## src/rtl/edge_watch_pkg.sv

```systemverilog
package edge_watch_pkg;

    localparam int WIN_AW = 2;

    localparam logic [WIN_AW-1:0] OFS_RISE = 2'd0;
    localparam logic [WIN_AW-1:0] OFS_FALL = 2'd1;
    localparam logic [WIN_AW-1:0] OFS_DATA = 2'd2;
    localparam logic [WIN_AW-1:0] OFS_RSVD = 2'd3;

    typedef enum logic {
        RS_IDLE = 1'b0,
        RS_HELD = 1'b1
    } rd_state_e;

endpackage

```

## src/rtl/edge_detect.sv

```systemverilog
module edge_detect #(
    parameter int WIDTH = 16
) (
    input  logic             clk,
    input  logic             rst_n,
    input  logic [WIDTH-1:0] din,
    output logic [WIDTH-1:0] lvl_q,
    output logic [WIDTH-1:0] rise_now,
    output logic [WIDTH-1:0] fall_now
);

    logic primed;

    always_ff @(posedge clk or negedge rst_n) begin
        if (!rst_n) begin
            lvl_q  <= '0;
            primed <= 1'b0;
        end else begin
            lvl_q  <= din;
            primed <= 1'b1;
        end
    end

    // The first sample after reset only loads lvl_q.
    always_comb begin
        rise_now = primed ? (din & ~lvl_q) : '0;
        fall_now = primed ? (~din & lvl_q) : '0;
    end

endmodule

```

## src/rtl/status_bank.sv

```systemverilog
module status_bank #(
    parameter int WIDTH = 16
) (
    input  logic             clk,
    input  logic             rst_n,
    input  logic [WIDTH-1:0] set_vec,
    input  logic             clr,
    output logic [WIDTH-1:0] st
);

    // One sticky flag per input. A set in the clearing cycle takes priority.
    for (genvar b = 0; b < WIDTH; b++) begin : g_flag
        always_ff @(posedge clk or negedge rst_n) begin
            if (!rst_n) begin
                st[b] <= 1'b0;
            end else if (set_vec[b]) begin
                st[b] <= 1'b1;
            end else if (clr) begin
                st[b] <= 1'b0;
            end
        end
    end

    AST_SET_LANDS: assert property (@(posedge clk) disable iff (!rst_n)
        (|set_vec) |=> ((st & $past(set_vec)) == $past(set_vec)));
    AST_SET_BEATS_CLEAR: assert property (@(posedge clk) disable iff (!rst_n)
        (clr && (|set_vec)) |=> ((st & $past(set_vec)) == $past(set_vec)));
    AST_STICKY: assert property (@(posedge clk) disable iff (!rst_n)
        !clr |=> ((st & $past(st)) == $past(st)));
    AST_CLEAR_EMPTIES: assert property (@(posedge clk) disable iff (!rst_n)
        clr |=> ((st & ~$past(set_vec)) == '0));

endmodule

```

## src/rtl/read_ctrl.sv

```systemverilog
module read_ctrl
    import edge_watch_pkg::*;
#(
    parameter int WIDTH = 16
) (
    input  logic              clk,
    input  logic              rst_n,
    input  logic              rd_stb,
    input  logic [WIN_AW-1:0] rd_addr,
    input  logic [WIDTH-1:0]  rise_st,
    input  logic [WIDTH-1:0]  fall_st,
    input  logic [WIDTH-1:0]  lvl_q,
    output logic              clr,
    output logic [WIDTH-1:0]  rd_data
);

    rd_state_e state, state_nx;
    logic [WIDTH-1:0] snap_fall;
    logic [WIDTH-1:0] snap_lvl;

    assign clr = rd_stb && (rd_addr == OFS_RISE);

    // Next-state logic: T_CAPTURE, T_RECAPTURE and T_RELEASE.
    always_comb begin
        state_nx = state;
        if (rd_stb) begin
            unique case (state)
                RS_IDLE: if (rd_addr == OFS_RISE) state_nx = RS_HELD;
                RS_HELD: if (rd_addr == OFS_DATA) state_nx = RS_IDLE;
                default: state_nx = RS_IDLE;
            endcase
        end
    end

    always_ff @(posedge clk or negedge rst_n) begin
        if (!rst_n) state <= RS_IDLE;
        else        state <= state_nx;
    end

    // Outputs: the read word and the snapshot.
    always_ff @(posedge clk or negedge rst_n) begin
        if (!rst_n) begin
            rd_data   <= '0;
            snap_fall <= '0;
            snap_lvl  <= '0;
        end else if (rd_stb) begin
            unique case (rd_addr)
                OFS_RISE: begin
                    rd_data   <= rise_st;
                    snap_fall <= fall_st;
                    snap_lvl  <= lvl_q;
                end
                OFS_FALL: rd_data <= (state == RS_HELD) ? snap_fall : fall_st;
                OFS_DATA: rd_data <= (state == RS_HELD) ? snap_lvl  : lvl_q;
                OFS_RSVD: rd_data <= '0;
                default:  rd_data <= '0;
            endcase
        end
    end

    AST_RSVD_ZERO: assert property (@(posedge clk) disable iff (!rst_n)
        (rd_stb && rd_addr == OFS_RSVD) |=> (rd_data == '0));
    AST_RSVD_KEEPS_STATE: assert property (@(posedge clk) disable iff (!rst_n)
        (rd_stb && rd_addr == OFS_RSVD) |=> (state == $past(state)));
    AST_CAPTURE_HOLDS: assert property (@(posedge clk) disable iff (!rst_n)
        (rd_stb && rd_addr == OFS_RISE) |=> (state == RS_HELD));
    AST_DATA_STABLE: assert property (@(posedge clk) disable iff (!rst_n)
        !rd_stb |=> $stable(rd_data));

endmodule

```

## src/rtl/edge_watch_irq.sv

```systemverilog
module edge_watch_irq
    import edge_watch_pkg::*;
#(
    parameter int WIDTH = 16
) (
    input  logic              clk,
    input  logic              rst_n,
    input  logic [WIDTH-1:0]  din,
    input  logic              cfg_irq_en,
    input  logic              cfg_rise_en,
    input  logic              cfg_fall_en,
    input  logic              rd_stb,
    input  logic [WIN_AW-1:0] rd_addr,
    output logic [WIDTH-1:0]  rd_data,
    output logic              irq
);

    logic [WIDTH-1:0] lvl_q, rise_now, fall_now, rise_st, fall_st;
    logic             clr;

    edge_detect #(.WIDTH(WIDTH)) u_detect (
        .clk      (clk),
        .rst_n    (rst_n),
        .din      (din),
        .lvl_q    (lvl_q),
        .rise_now (rise_now),
        .fall_now (fall_now)
    );

    status_bank #(.WIDTH(WIDTH)) u_rise_bank (
        .clk     (clk),
        .rst_n   (rst_n),
        .set_vec (rise_now),
        .clr     (clr),
        .st      (rise_st)
    );

    status_bank #(.WIDTH(WIDTH)) u_fall_bank (
        .clk     (clk),
        .rst_n   (rst_n),
        .set_vec (fall_now),
        .clr     (clr),
        .st      (fall_st)
    );

    read_ctrl #(.WIDTH(WIDTH)) u_read (
        .clk     (clk),
        .rst_n   (rst_n),
        .rd_stb  (rd_stb),
        .rd_addr (rd_addr),
        .rise_st (rise_st),
        .fall_st (fall_st),
        .lvl_q   (lvl_q),
        .clr     (clr),
        .rd_data (rd_data)
    );

    assign irq = cfg_irq_en & ((cfg_rise_en & (|rise_st)) | (cfg_fall_en & (|fall_st)));

    AST_IRQ_HAS_CAUSE: assert property (@(posedge clk) disable iff (!rst_n)
        irq |-> ((|rise_st) || (|fall_st)));
    AST_IRQ_DROPS: assert property (@(posedge clk) disable iff (!rst_n)
        (clr && !(|rise_now) && !(|fall_now)) |=> !irq);
    AST_EDGE_SETS_RISE: assert property (@(posedge clk) disable iff (!rst_n)
        (|rise_now) |=> (|rise_st));
    AST_EDGE_SETS_FALL: assert property (@(posedge clk) disable iff (!rst_n)
        (|fall_now) |=> (|fall_st));

endmodule

```

## config.mk

```make
export PLATFORM = sky130hd
export DESIGN_NAME = edge_watch_irq
export DESIGN_NICKNAME = d
export VERILOG_FILES = /design/src/rtl/edge_watch_pkg.sv /design/src/rtl/edge_detect.sv /design/src/rtl/status_bank.sv /design/src/rtl/read_ctrl.sv /design/src/rtl/edge_watch_irq.sv
export SDC_FILE = /design/constraint.sdc
export NUM_CORES = 1
export LEC_CHECK = 0
export BUFFER_PORTS_ARGS = -buffer_cell sky130_fd_sc_hd__buf_4
export CORE_MARGIN = 1
export CORE_UTILIZATION = 30
export DETAILED_ROUTE_END_ITERATION = 12
export GPL_ROUTABILITY_DRIVEN = 0
export PLACE_DENSITY = 0.46
export SLEW_MARGIN = 10
export SYNTH_ARGS = -nofsm -noshare
export SYNTH_HDL_FRONTEND = slang
export SYNTH_SLANG_ARGS = --single-unit
export TNS_END_PERCENT = 1
```

## constraint.sdc

```tcl
create_clock -name clk -period 1.7 [get_ports clk]
set_input_delay 0.085 -clock clk [delete_from_list [all_inputs] [get_ports clk]]
set_output_delay 0.085 -clock clk [all_outputs]
set_load 0.01 [all_outputs]
```

==> results of run 1 <==
## final cells by class
cell class / instances / area (um2) / share of cell area (%)
multi-input combinational: 215 / 1750 / 32.3
sequential: 98 / 2460 / 45.5
timing repair buffer: 75 / 659 / 12.2
inverter: 2 / 7.51 / 0.139
clock buffer: 15 / 298 / 5.52
tap: 180 / 225 / 4.17
clock inverter: 1 / 5.00 / 0.0927
## placed cells by master (no fill, tap or decap), types with 3 or more instances in the layout
cell / count
dfrtp_2: 3
a22o_1: 9
a21oi_1: 23
clkbuf_16: 9
buf_12: 4
o21ai_0: 10
dfrtp_1: 95
mux2_4: 14
nand2_1: 33
nor2_1: 14
nor4_2: 4
clkbuf_8: 5
a211o_1: 7
nor4_4: 3
o2bb2ai_1: 31
dlygate4sd3_1: 17
o31ai_1: 9
buf_4: 53
mux2_2: 25
mux2i_1: 25
## per-layer routing
layer,vias to the layer above,track usage (%)
li1,1380,-
met1,1513,23.9
met2,56,23.7
met3,10,2.68
met4,0,7.18
met5,-,0
## cell families after synthesis
group	Yosys count	synth area share, %
DFF	98	57.5
AOI/OAI and AO/OA	92	15.8
muxes	64	17.4
and+or+nand+nor	58	5.87
buffers and inverters	28	3.35
other	1	0.0880
## power groups by stage
stage	sequential, uW	combinational [uW]	clock [uW]
2_1_floorplan	2980	692	0
3_3_place_gp	3040	1050	0
3_5_place_dp	3060	1060	0
4_1_cts	3040	1140	2130
5_1_grt	3100	1240	2230
6_report	3040	1120	2070
## sequential cells by signal, summed over array words and instances, names as in the netlist, named ones only
name / cells
u_detect.lvl_q: 16
u_fall_bank.st: 16
u_read.rd_data: 16
u_read.snap_fall: 16
u_read.snap_lvl: 16
u_rise_bank.st: 16
u_detect.primed: 1
## final timing paths
| check | cells past startpoint | slack [ns] | start | endpoint |
|---|---|---|---|---|
| min in group asynchronous | 3 | 0.34 | rst_n | u_read.snap_lvl[15] |
| worst max-delay path | 4 | -0.02 | u_rise_bank.st[3] | irq |
| worst min-delay path | 3 | 0.17 | rd_addr[1] | flop |
| worst min register to register | 1 | 0.49 | u_detect.lvl_q[7] | u_rise_bank.st[7] |
| max in group asynchronous | 3 | 0.93 | rst_n | u_rise_bank.st[0] |
| worst max register to register | 4 | 0.32 | flop | u_read.rd_data[5] |
## per-stage QoR
step	total power, uW	hold WS, ns	util (%)	TNS [ns]	instance area, um2
floorplan	3670	-0.211	-	0	4260
global placement	4090	0.195	34.6	0	4800
detailed placement	4120	0.198	34.6	0	4800
CTS	6310	0.162	38.8	-0.0612	5390
global route	6570	0.191	38.9	-0.0929	5400
finish	6240	0.170	38.9	-0.0227	5400
## worst reg2reg max path: stages (launching register included)
cell and delay (ns):
dfrtp_1 0.37, buf_12 0.26, mux2_2 0.39, a21oi_1 0.15, a21oi_1 0.09
## what timing repair did
item / in CTS / in global routing
endpoints found under the setup margin: 1 / 1
hold endpoints to repair: 131 / 0
setup buffers: 4 / 1
hold buffers: 17 / 0
resized for setup: 14 / 1
pin swaps: 5 / 2
==> summary.txt, run 1 <==
Worst hold path
  – HP Class: input port to flop

Timing
  – RSZ-0062 raised after global routing: yes
  – Peak Freq: 580 MHz
  – Fin. Hold Viols: 0
  – Slew Limit Fails: 0
  – Min cycle time layout: 1.72 ns
  – Setup Skew: 0.00504 ns
  – Worst Tran Pin Value: 0.540 ns
  – Final worst path period share: 101%
  – Fin worst setup slack: -0.0227 ns
  – Slew HR: 64.0%
  – Endpoints failing setup: 1

Pwr
  – Comb pwr share: 18.0%
  – Seq pwr share: 48.8%
  – Leakage: 0.00236 uW
  – Sw Ratio: 26.7%
  – Power per cell area: 1160 nW/um2
  – Pint: 4570 uW
  – Clock power frac: 33.2%
  – Net Sw Power: 1670 uW
  – Max IR drop VDD: 0.000483 V

Finish
  – Final Non-Filler Cells: 586
  – Layout net count: 425
  – Final antenna diode count: 0
  – Layout filler cell count: 1,349
  – Share of cells above drive strength 1: 31.0%
  – Syn-to-layout area delta: 26.6%

Synth
  – Mapped Nets: 365
  – Seq/Total Area, Yosys: 57.5%
  – Syn Area/Cell: 12.5 um2
  – Syn Inst Count: 341
  – Unique masters post-synth: 27
  – Yosys warns: 0
  – #FFs+latches synth: 98
  – Asr flop ratio synth: 100%
  – Most frequent cell after synthesis: dfrtp_1
  – Mapped Area: 4260 um2
  – Post-synth top area share: 57.5%
  – Synth area leaders: dfrtp_1 (58%), mux2_2 (6.6%), o2bb2ai_1 (6.4%), mux2i_1 (5.9%), mux2_4 (4.9%)
  – Synth area leader: dfrtp_1
  – Number of synthesized flops with an enable pin: 0
  – Most common library cells after synthesis: dfrtp_1 (98), nand2_1 (33), o2bb2ai_1 (31), mux2_2 (25), mux2i_1 (25)
  – Ys flop type: dfrtp_1

Drt
  – DRT Pass-1 Iters: 5
  – Routed met2 length: 4.74 mm
  – Via density: 5.05
  – Starting DRC count in detailed routing: 216
  – WL met3: 331 um
  – Routed len/inst: 18.3 um
  – M1 WL: 5.46 mm
  – Via count: 2,959
  – Drt total wl: 10.7 mm
  – Drt drc: 0
  – Final ANT Viol Nets: 0
  – Highest Signal Layer: met4

Critical path
  – CP Data Required Time: 1.62 ns
  – Worst-path fanout max: 3
  – Crit end category: output pin
  – Crit-path leading delay family: simple AND/OR/NAND/NOR gates
  – Largest stage delay, worst path: 0.42 ns
  – WS Path Type: flop to output pin
  – Crit path cell chain: nor4_4, nand4_1, a31o_2, buf_6
  – Worst-path cell with the longest stage delay: dfrtp_1
  – Critical path launch point type: flop
  – Worst path bufs/invs: 1
  – Arrival time at the worst endpoint: 1.64 ns

Status
  – Status: finished, violations left
  – Failing checks: negative setup slack

Die
  – Core outline area: 13,900 um2
  – DIE AREA: 14,700 um2
  – Die W: 121 um
  – Io pins: 41
  – Core Rows: 43
  – Initial Utilization: 30.7%
  – Die Span Y: 121 um

Clocking
  – Worst-case clock buffer depth: 2
  – CTS Buf Count: 9
  – CTS H-tree depth: 3
  – Clock transition at path regs: 0.06 ns
  – CTS tree: built
  – Root Buffer: clkbuf_16
  – Clk_lat worst skew: 0.35 ns
  – Clock sink total: 98

GRT
  – Total gr overflow: 0
  – Largest net degree at the start of global routing: 99
  – GRT Overall Usage: 16.4%
  – Initial antenna violation count: 0
  – First-pass GRT wire length: 17.8 mm
  – Vias in the first global route: 3,043

Job
  – Max-Cap Viols: 0

Place
  – # port buffers: 40
  – Dpl cells: 548
  – Dpl ws: 0.0839 ns
  – HPWL Detailed: 6.54 mm
(Power assumes the default switching activity.)
==> inputs of run 2 (changes only) <==
ABC_AREA = 1   (was unset)
SKIP_LAST_GASP = 1   (was unset)
==> run 2 against run 1 <==
  * The flow now finishes without violations
  * Utilization down 1.1 points
  * Register-to-register slack better by 0.12 ns
  * Non-clock buffer count down 6
  * Fmax up 11%
  * Flip-flop and latch count unchanged
  * Via count up 13%
  * Global-route usage down 0.45 points
  * First-iteration DRC count down 10%
  * Clock power about the same
  * Routed wire length down 1.0%
==> summary.txt, run 2 <==
Status
  – Status: finished clean (was finished, violations left)

Drt
  – Starting DRC count in detailed routing: 194 (was 216)
  – Final ANT Viol Nets: 0 (unchanged)
  – DRT Pass-1 Iters: 4 (was 5)
  – Via count: 3,355 (was 2,959)
  – Drt drc: 0 (unchanged)
  – Via density: 4.65 (was 5.05)
  – Drt total wl: 10.6 mm (was 10.7 mm)
  – Routed len/inst: 14.7 um (was 18.3 um)

Timing
  – Peak Freq: 643 MHz (was 580 MHz)
  – Fin. Hold Viols: 0 (unchanged)
  – Fin worst setup slack: 0.146 ns (was -0.0227 ns)
  – Slew Limit Fails: 0 (unchanged)
  – Setup Skew: 0.00920 ns (was 0.00504 ns)
  – Endpoints failing setup: 0 (was 1)
  – Worst Tran Pin Value: 0.507 ns (was 0.540 ns)
  – RSZ-0062 raised after global routing: no (was yes)
  – Slew HR: 66.1% (was 64.0%)
  – Final worst path period share: 91.4% (was 101%)
  – Min cycle time layout: 1.55 ns (was 1.72 ns)
  – Fin Setup TNS: 0 ns (was -0.0227 ns)

Die
  – Initial Utilization: 30.7% (about the same)
  – Io pins: 41 (unchanged)
  – Core Rows: 43 (unchanged)
  – Die Span Y: 121 um (about the same)
  – Core outline area: 13,800 um2 (was 13,900 um2)
  – Die W: 121 um (about the same)
  – DIE AREA: 14,600 um2 (was 14,700 um2)

Critical path
  – Arrival time at the worst endpoint: 1.47 ns (was 1.64 ns)
  – Critical Path Sink: irq (unchanged)
  – CP Data Required Time: 1.62 ns (about the same)
  – Crit end category: output pin (unchanged)
  – Crit Reg-Reg Endpoint: u_read.rd_data[8] (was u_read.rd_data[5])
  – Worst Setup SP: u_rise_bank.st[0] (was u_rise_bank.st[3])
  – R2R depth: 6 (was 4)
  – Reg2reg setup slack: 0.44 ns (was 0.32 ns)
  – WS Path Type: flop to output pin (unchanged)
  – Worst-path fanout max: 3 (unchanged)
  – Critical path launch point type: flop (unchanged)

Finish
  – Final antenna diode count: 0 (unchanged)
  – Syn-to-layout area delta: 23.0% (was 26.6%)
  – Layout net count: 561 (was 425)
  – Final Non-Filler Cells: 722 (was 586)
  – Most frequent cells in the layout: nand2_1 (138), dfrtp_1 (98), o21ai_0 (61), inv_1 (50), buf_4 (50) (was dfrtp_1 (95), buf_4 (53), nand2_1 (33), o2bb2ai_1 (31))
  – Share of cells above drive strength 1: 13.7% (was 31.0%)
  – Commonest non-fill, non-tap cell in the layout: nand2_1 (was dfrtp_1)
  – Final design utilization: 37.8% (was 38.9%)

Pwr
  – Pint: 4300 uW (was 4570 uW)
  – Seq pwr share: 48.5% (was 48.8%)
  – Leakage: 0.00249 uW (was 0.00236 uW)
  – Max IR drop VDD: 0.000476 V (was 0.000483 V)
  – Tot Pwr: 5930 uW (was 6240 uW)
  – Sw Ratio: 27.4% (was 26.7%)
  – Power per cell area: 1140 nW/um2 (was 1160 nW/um2)
  – Clock power frac: 35.0% (was 33.2%)
  – Net Sw Power: 1630 uW (was 1670 uW)
  – Comb pwr share: 16.5% (was 18.0%)

Synth
  – Post-synthesis mux area share: 0% (was 17.4%)
  – Syn Area/Cell: 8.84 um2 (was 12.5 um2)
  – Mapped Area: 4250 um2 (was 4260 um2)
  – Synth area leaders: dfrtp_1 (58%), nand2_1 (12%), o21ai_0 (7.2%), inv_1 (4.4%), o211ai_1 (3.9%) (was dfrtp_1 (58%), mux2_2 (6.6%), o2bb2ai_1 (6.4%), mux2i_1 (5.9%), mux2_4 (4.9%))
  – Synth area leader: dfrtp_1 (unchanged)
  – Most common library cells after synthesis: nand2_1 (138), dfrtp_1 (98), o21ai_0 (61), inv_1 (50), o211ai_1 (22) (was dfrtp_1 (98), nand2_1 (33), o2bb2ai_1 (31), mux2_2 (25), mux2i_1 (25))
  – Compound-gate portion of the synthesized area: 16.7% (was 15.8%)
  – Seq/Total Area, Yosys: 57.8% (was 57.5%)
  – Main combinational cell family by area after synthesis: simple AND/OR/NAND/NOR gates (was multiplexers)
  – Asr flop ratio synth: 100% (unchanged)
  – #FFs+latches synth: 98 (unchanged)
  – Post-synthesis xor/xnor area fraction: 0% (unchanged)
  – Post-synthesis adder-cell area fraction: 0% (unchanged)
  – Unique masters post-synth: 22 (was 27)
  – Number of synthesized flops with an enable pin: 0 (unchanged)
  – Post-synth top area share: 57.8% (was 57.5%)
  – Ys flop type: dfrtp_1 (unchanged)
  – Fraction of the mapped netlist area in simple logic gates: 17.2% (was 5.87%)
  – Yosys warns: 0 (unchanged)
  – Most frequent cell after synthesis: nand2_1 (was dfrtp_1)
  – Syn Inst Count: 480 (was 341)
  – Mapped Nets: 504 (was 365)

Clocking
  – CTS Buf Count: 9 (unchanged)
  – Post-CTS setup buffer count: 0 (was 4)
  – Root Buffer: clkbuf_16 (unchanged)
  – Clk_lat worst skew: 0.35 ns (about the same)
  – Clock transition at path regs: 0.07 ns (was 0.06 ns)
  – Worst-case clock buffer depth: 2 (unchanged)
  – CTS tree: built (unchanged)
  – CTS H-tree depth: 3 (unchanged)
  – Clock sink total: 98 (unchanged)

Place
  – # port buffers: 40 (unchanged)
  – Dpl cells: 689 (was 548)
  – HPWL Detailed: 7.23 mm (was 6.54 mm)
  – Dpl ws: 0.415 ns (was 0.0839 ns)

Job
  – Max-Cap Viols: 0 (unchanged)

GRT
  – First-pass GRT wire length: 17.5 mm (was 17.8 mm)
  – Vias in the first global route: 3,268 (was 3,043)
  – Initial antenna violation count: 0 (unchanged)
  – Largest net degree at the start of global routing: 36 (was 99)
  – Total gr overflow: 0 (unchanged)
  – GRT Overall Usage: 15.9% (was 16.4%)

Worst hold path
  – HP Class: input port to flop (unchanged)
-- run 2: cell count changes in the layout (fill, tap and decap cells not counted), moves of 14 or more --
cell       delta
nand3_1      +18
mux2_4       -14
a21oi_1      -16
inv_1        +49
o21ai_0      +51
o22ai_1      +15
nand2_1     +105
o211ai_1     +22
mux2_2       -25
o2bb2ai_1    -31
mux2i_1      -25
-- run 2: what timing repair did --
item | 4_1_cts | 5_1_grt
hold endpoints to repair | 71 | 0
hold buffers | 17 | 0
resized for setup | 0 | 0
endpoints found under the setup margin | 0 | 0
-- run 2: metal layers --
metal	global-route usage, %	vias to the layer above	wire [um]
li1	-	1680	-
met1	20.5	1613	4960
met2	26.3	54	5170
met3	4.04	8	373
met4	4.78	0	103
met5	0	-	0
-- run 2: area by class of cell --
type / count / area, um2
Timing Repair Buffer: 69 / 586
Clock buffer: 14 / 264
Multi-Input combinational cell: 303 / 1450
Tap cell: 180 / 225
Sequential cell: 98 / 2450
Fill cell: 1398 / 8610
Clock inverter: 2 / 35.0
Inverter: 56 / 213
-- run 2: critical path, stage by stage (launching register included) --
cell and delay (ns):
dfrtp_1 0.41, nor2_1 0.12, nand2_1 0.08, nor2_1 0.14
nand2_1 0.10, nand2_1 0.07, a21oi_1 0.06, buf_4 0.14
-- run 2: worst min path at each step --
stage | start | end | cells past startpoint
final | rd_addr[0] | flop | 3
after global routing | rd_stb | u_read.rd_data[4] | 3
after CTS | rd_addr[0] | flop | 3
after detailed placement | rst_n | u_fall_bank.st[15] | 1
after global placement | rst_n | u_detect.lvl_q[15] | 1
after floorplan | rst_n | asynchronous set/reset pin | 0
-- run 2: power groups by stage --
stage	Clock, uW	Combinational (uW)	Sequential [uW]
after floorplan	0	573	2890
after global placement	0	954	2910
after detailed placement	0	962	2920
after CTS	2150	996	2880
after global routing	2230	1130	2910
final	2080	977	2870
-- run 2: cell families (layout without fill, tap and decap cells) --
group,Yosys count,in the layout
simple gates,181,181
compound gates,121,121
flops,98,98
other cells,1,1
buf+inv,79,141
-- run 2: per-stage QoR --
step / instance area, um2 / hold slack [ns]
after floorplan: 4250 / -0.211
final: 5220 / 0.109
after detailed placement: 4750 / 0.0897
after global routing: 5220 / 0.115
after CTS: 5220 / 0.0839
after global placement: 4750 / 0.0937
==> inputs of run 3 (changes only) <==
CORE_UTILIZATION = 55   (was 30)
PLACE_DENSITY = 0.75   (was 0.46)
==> run 3 against run 2 <==
  * Die area decreased by 45%
  * Routed wire length fell by 9.2%
  * Clock power fell by 27%
  * Largest power group unchanged
==> summary.txt, run 3 (synthesized netlist as in run 2, its figures left out) <==
Clocking
  – Hold bufs inserted after CTS: 17 (unchanged)
  – Post-CTS setup buffer count: 0 (unchanged)
  – Worst-case clock buffer depth: 2 (unchanged)
  – Post_cts resized: 0 (unchanged)
  – CTS tree: built (unchanged)
  – CTS H-tree depth: 3 (unchanged)
  – Root Buffer: clkbuf_8 (was clkbuf_16)
  – CTS Buf Count: 9 (unchanged)
  – Clk_lat worst skew: 0.36 ns (was 0.35 ns)
  – Clock transition at path regs: 0.09 ns (was 0.07 ns)
  – Clock sink total: 98 (unchanged)

Place
  – HPWL Detailed: 6.38 mm (was 7.23 mm)
  – Post-Place Cell Area: 4640 um2 (was 4750 um2)
  – # port buffers: 40 (unchanged)
  – Dpl cells: 607 (was 689)

GRT
  – Largest net degree at the start of global routing: 42 (was 36)
  – Total gr overflow: 0 (unchanged)
  – Initial antenna violation count: 0 (unchanged)
  – Vias in the first global route: 3,407 (was 3,268)
  – GRT Overall Usage: 25.4% (was 15.9%)
  – First-pass GRT wire length: 16.0 mm (was 17.5 mm)

Finish
  – Layout net count: 560 (was 561)
  – Layout filler cell count: 604 (was 1,398)
  – Final antenna diode count: 0 (unchanged)
  – Most frequent cells in the layout: nand2_1 (138), dfrtp_1 (98), o21ai_0 (61), inv_1 (50), buf_4 (49) (was nand2_1 (138), dfrtp_1 (98), o21ai_0 (61), inv_1 (50), buf_4 (50))
  – Share of cells above drive strength 1: 13.9% (was 13.7%)
  – Final Non-Filler Cells: 639 (was 722)
  – Syn-to-layout area delta: 18.1% (was 23.0%)
  – FF+latch area: 2450 um2 (unchanged)
  – Commonest non-fill, non-tap cell in the layout: nand2_1 (unchanged)
  – Final design utilization: 68.0% (was 37.8%)
  – Area of the multi-input gates: 1450 um2 (unchanged)
  – Final Cell Area: 5010 um2 (was 5220 um2)

Timing
  – Endpoints failing setup: 0 (unchanged)
  – Fin. Hold Viols: 0 (unchanged)
  – Peak Freq: 644 MHz (was 643 MHz)
  – Final worst path period share: 91.4% (about the same)
  – Slew Limit Fails: 0 (unchanged)
  – Worst Tran Pin Value: 0.518 ns (was 0.507 ns)
  – Setup Skew: 0.00920 ns (about the same)
  – RSZ-0062 raised after global routing: no (unchanged)
  – Fin Setup TNS: 0 ns (unchanged)
  – Min cycle time layout: 1.55 ns (about the same)
  – Slew HR: 65.5% (was 66.1%)

Die
  – Die W: 89.9 um (was 121 um)
  – Die Span Y: 89.9 um (was 121 um)
  – Io pins: 41 (unchanged)
  – Initial Utilization: 57.6% (was 30.7%)
  – Core outline area: 7370 um2 (was 13,800 um2)
  – DIE AREA: 8070 um2 (was 14,600 um2)
  – Core Rows: 31 (was 43)

Drt
  – WL met3: 496 um (was 373 um)
  – Routed met2 length: 4.85 mm (was 5.17 mm)
  – M1 WL: 4.15 mm (was 4.96 mm)
  – Via density: 5.33 (was 4.65)
  – Drt drc: 0 (unchanged)
  – Starting DRC count in detailed routing: 208 (was 194)
  – DRT Pass-1 Iters: 5 (was 4)
  – Drt total wl: 9.63 mm (was 10.6 mm)
  – Highest Signal Layer: met4 (unchanged)
  – Final ANT Viol Nets: 0 (unchanged)
  – Routed len/inst: 15.1 um (was 14.7 um)
  – Via count: 3,409 (was 3,355)

Pwr
  – Power per cell area: 1070 nW/um2 (was 1140 nW/um2)
  – Leakage: 0.00244 uW (was 0.00249 uW)
  – Max IR drop VDD: 0.000694 V (was 0.000476 V)
  – Tot Pwr: 5360 uW (was 5930 uW)

Critical path
  – Crit Reg-Reg Endpoint: u_read.rd_data[10] (was u_read.rd_data[8])
  – Critical path launch point type: flop (unchanged)
  – Crit end category: output pin (unchanged)
  – CP Data Required Time: 1.62 ns (about the same)
  – CP most frequent cell: nand2_1 (unchanged)
  – R2R depth: 7 (was 6)
  – WS Path Type: flop to output pin (unchanged)
  – Crit path cell chain: nor2_1, nand2_1, nor2_1, nand2_1, nand2_1, a21oi_1, buf_4 (unchanged)
  – Worst-path fanout max: 2 (was 3)
  – Critical Path Sink: irq (unchanged)
  – Arrival time at the worst endpoint: 1.47 ns (about the same)
  – Reg2reg setup slack: 0.32 ns (was 0.44 ns)
  – Worst-path cell with the longest stage delay: dfrtp_1 (unchanged)
  – Worst Setup SP: u_fall_bank.st[1] (was u_rise_bank.st[0])
  – Largest stage delay, worst path: 0.39 ns (was 0.41 ns)

Worst hold path
  – HP Class: input port to flop (unchanged)

Job
  – Max-Cap Viols: 0 (unchanged)

Status
  – Status: finished clean (unchanged)
## run 3: cell count changes in the layout (fill, tap and decap cells not counted)
| cell | delta |
|---|---|
| clkbuf_1 | -3 |
| clkbuf_8 | +9 |
| clkinvlp_4 | +1 |
| clkbuf_16 | -9 |
| clkinv_4 | +1 |
| buf_4 | -1 |
## run 3: final cells by class
class	count	area share (%)
Sequential cell	98	48.9
Multi-Input combinational cell	303	28.8
Timing Repair Buffer	68	11.5
Inverter	56	4.24
Clock buffer	11	3.02
Tap cell	99	2.47
Clock inverter	4	1.02
## run 3: worst min-delay path by stage
stage | slack (ns) | cells after the start | startpoint | end
final | 0.04 | 3 | rd_stb | u_read.rd_data[15]
after global routing | 0.04 | 3 | rd_stb | u_read.rd_data[2]
after CTS | 0.03 | 3 | rd_stb | u_read.rd_data[4]
after detailed placement | 0.1 | 1 | rst_n | u_read.rd_data[6]
after global placement | 0.09 | 1 | rst_n | u_read.rd_data[5]
after floorplan | -0.21 | 0 | rst_n | asynchronous set/reset pin
## run 3: worst max-delay path: cells and delay by family (launching register included)
| family | cells | cell delay [ns] |
|---|---|---|
| AOI/OAI and AO/OA | 1 | 0.06 |
| buffers and inverters | 1 | 0.14 |
| DFF | 1 | 0.39 |
| and+or+nand+nor | 5 | 0.52 |
## run 3: report_power, final
group	internal [uW]	switching, uW
Combinational	407	551
Clock	753	765
Sequential	2670	215
## run 3: layer usage
metal	up-vias	global-route usage (%)
met3	12	4.40
li1	1675	-
met2	81	43.5
met4	0	9.81
met5	-	0
met1	1641	32.3
## run 3: stage by stage
step                setup WS [ns]  hold WS, ns
finish                      0.147       0.0385
global route               0.0461       0.0440
CTS                         0.128       0.0296
detailed placement          0.356       0.0988
global placement            0.372       0.0887
floorplan                   0.479       -0.211
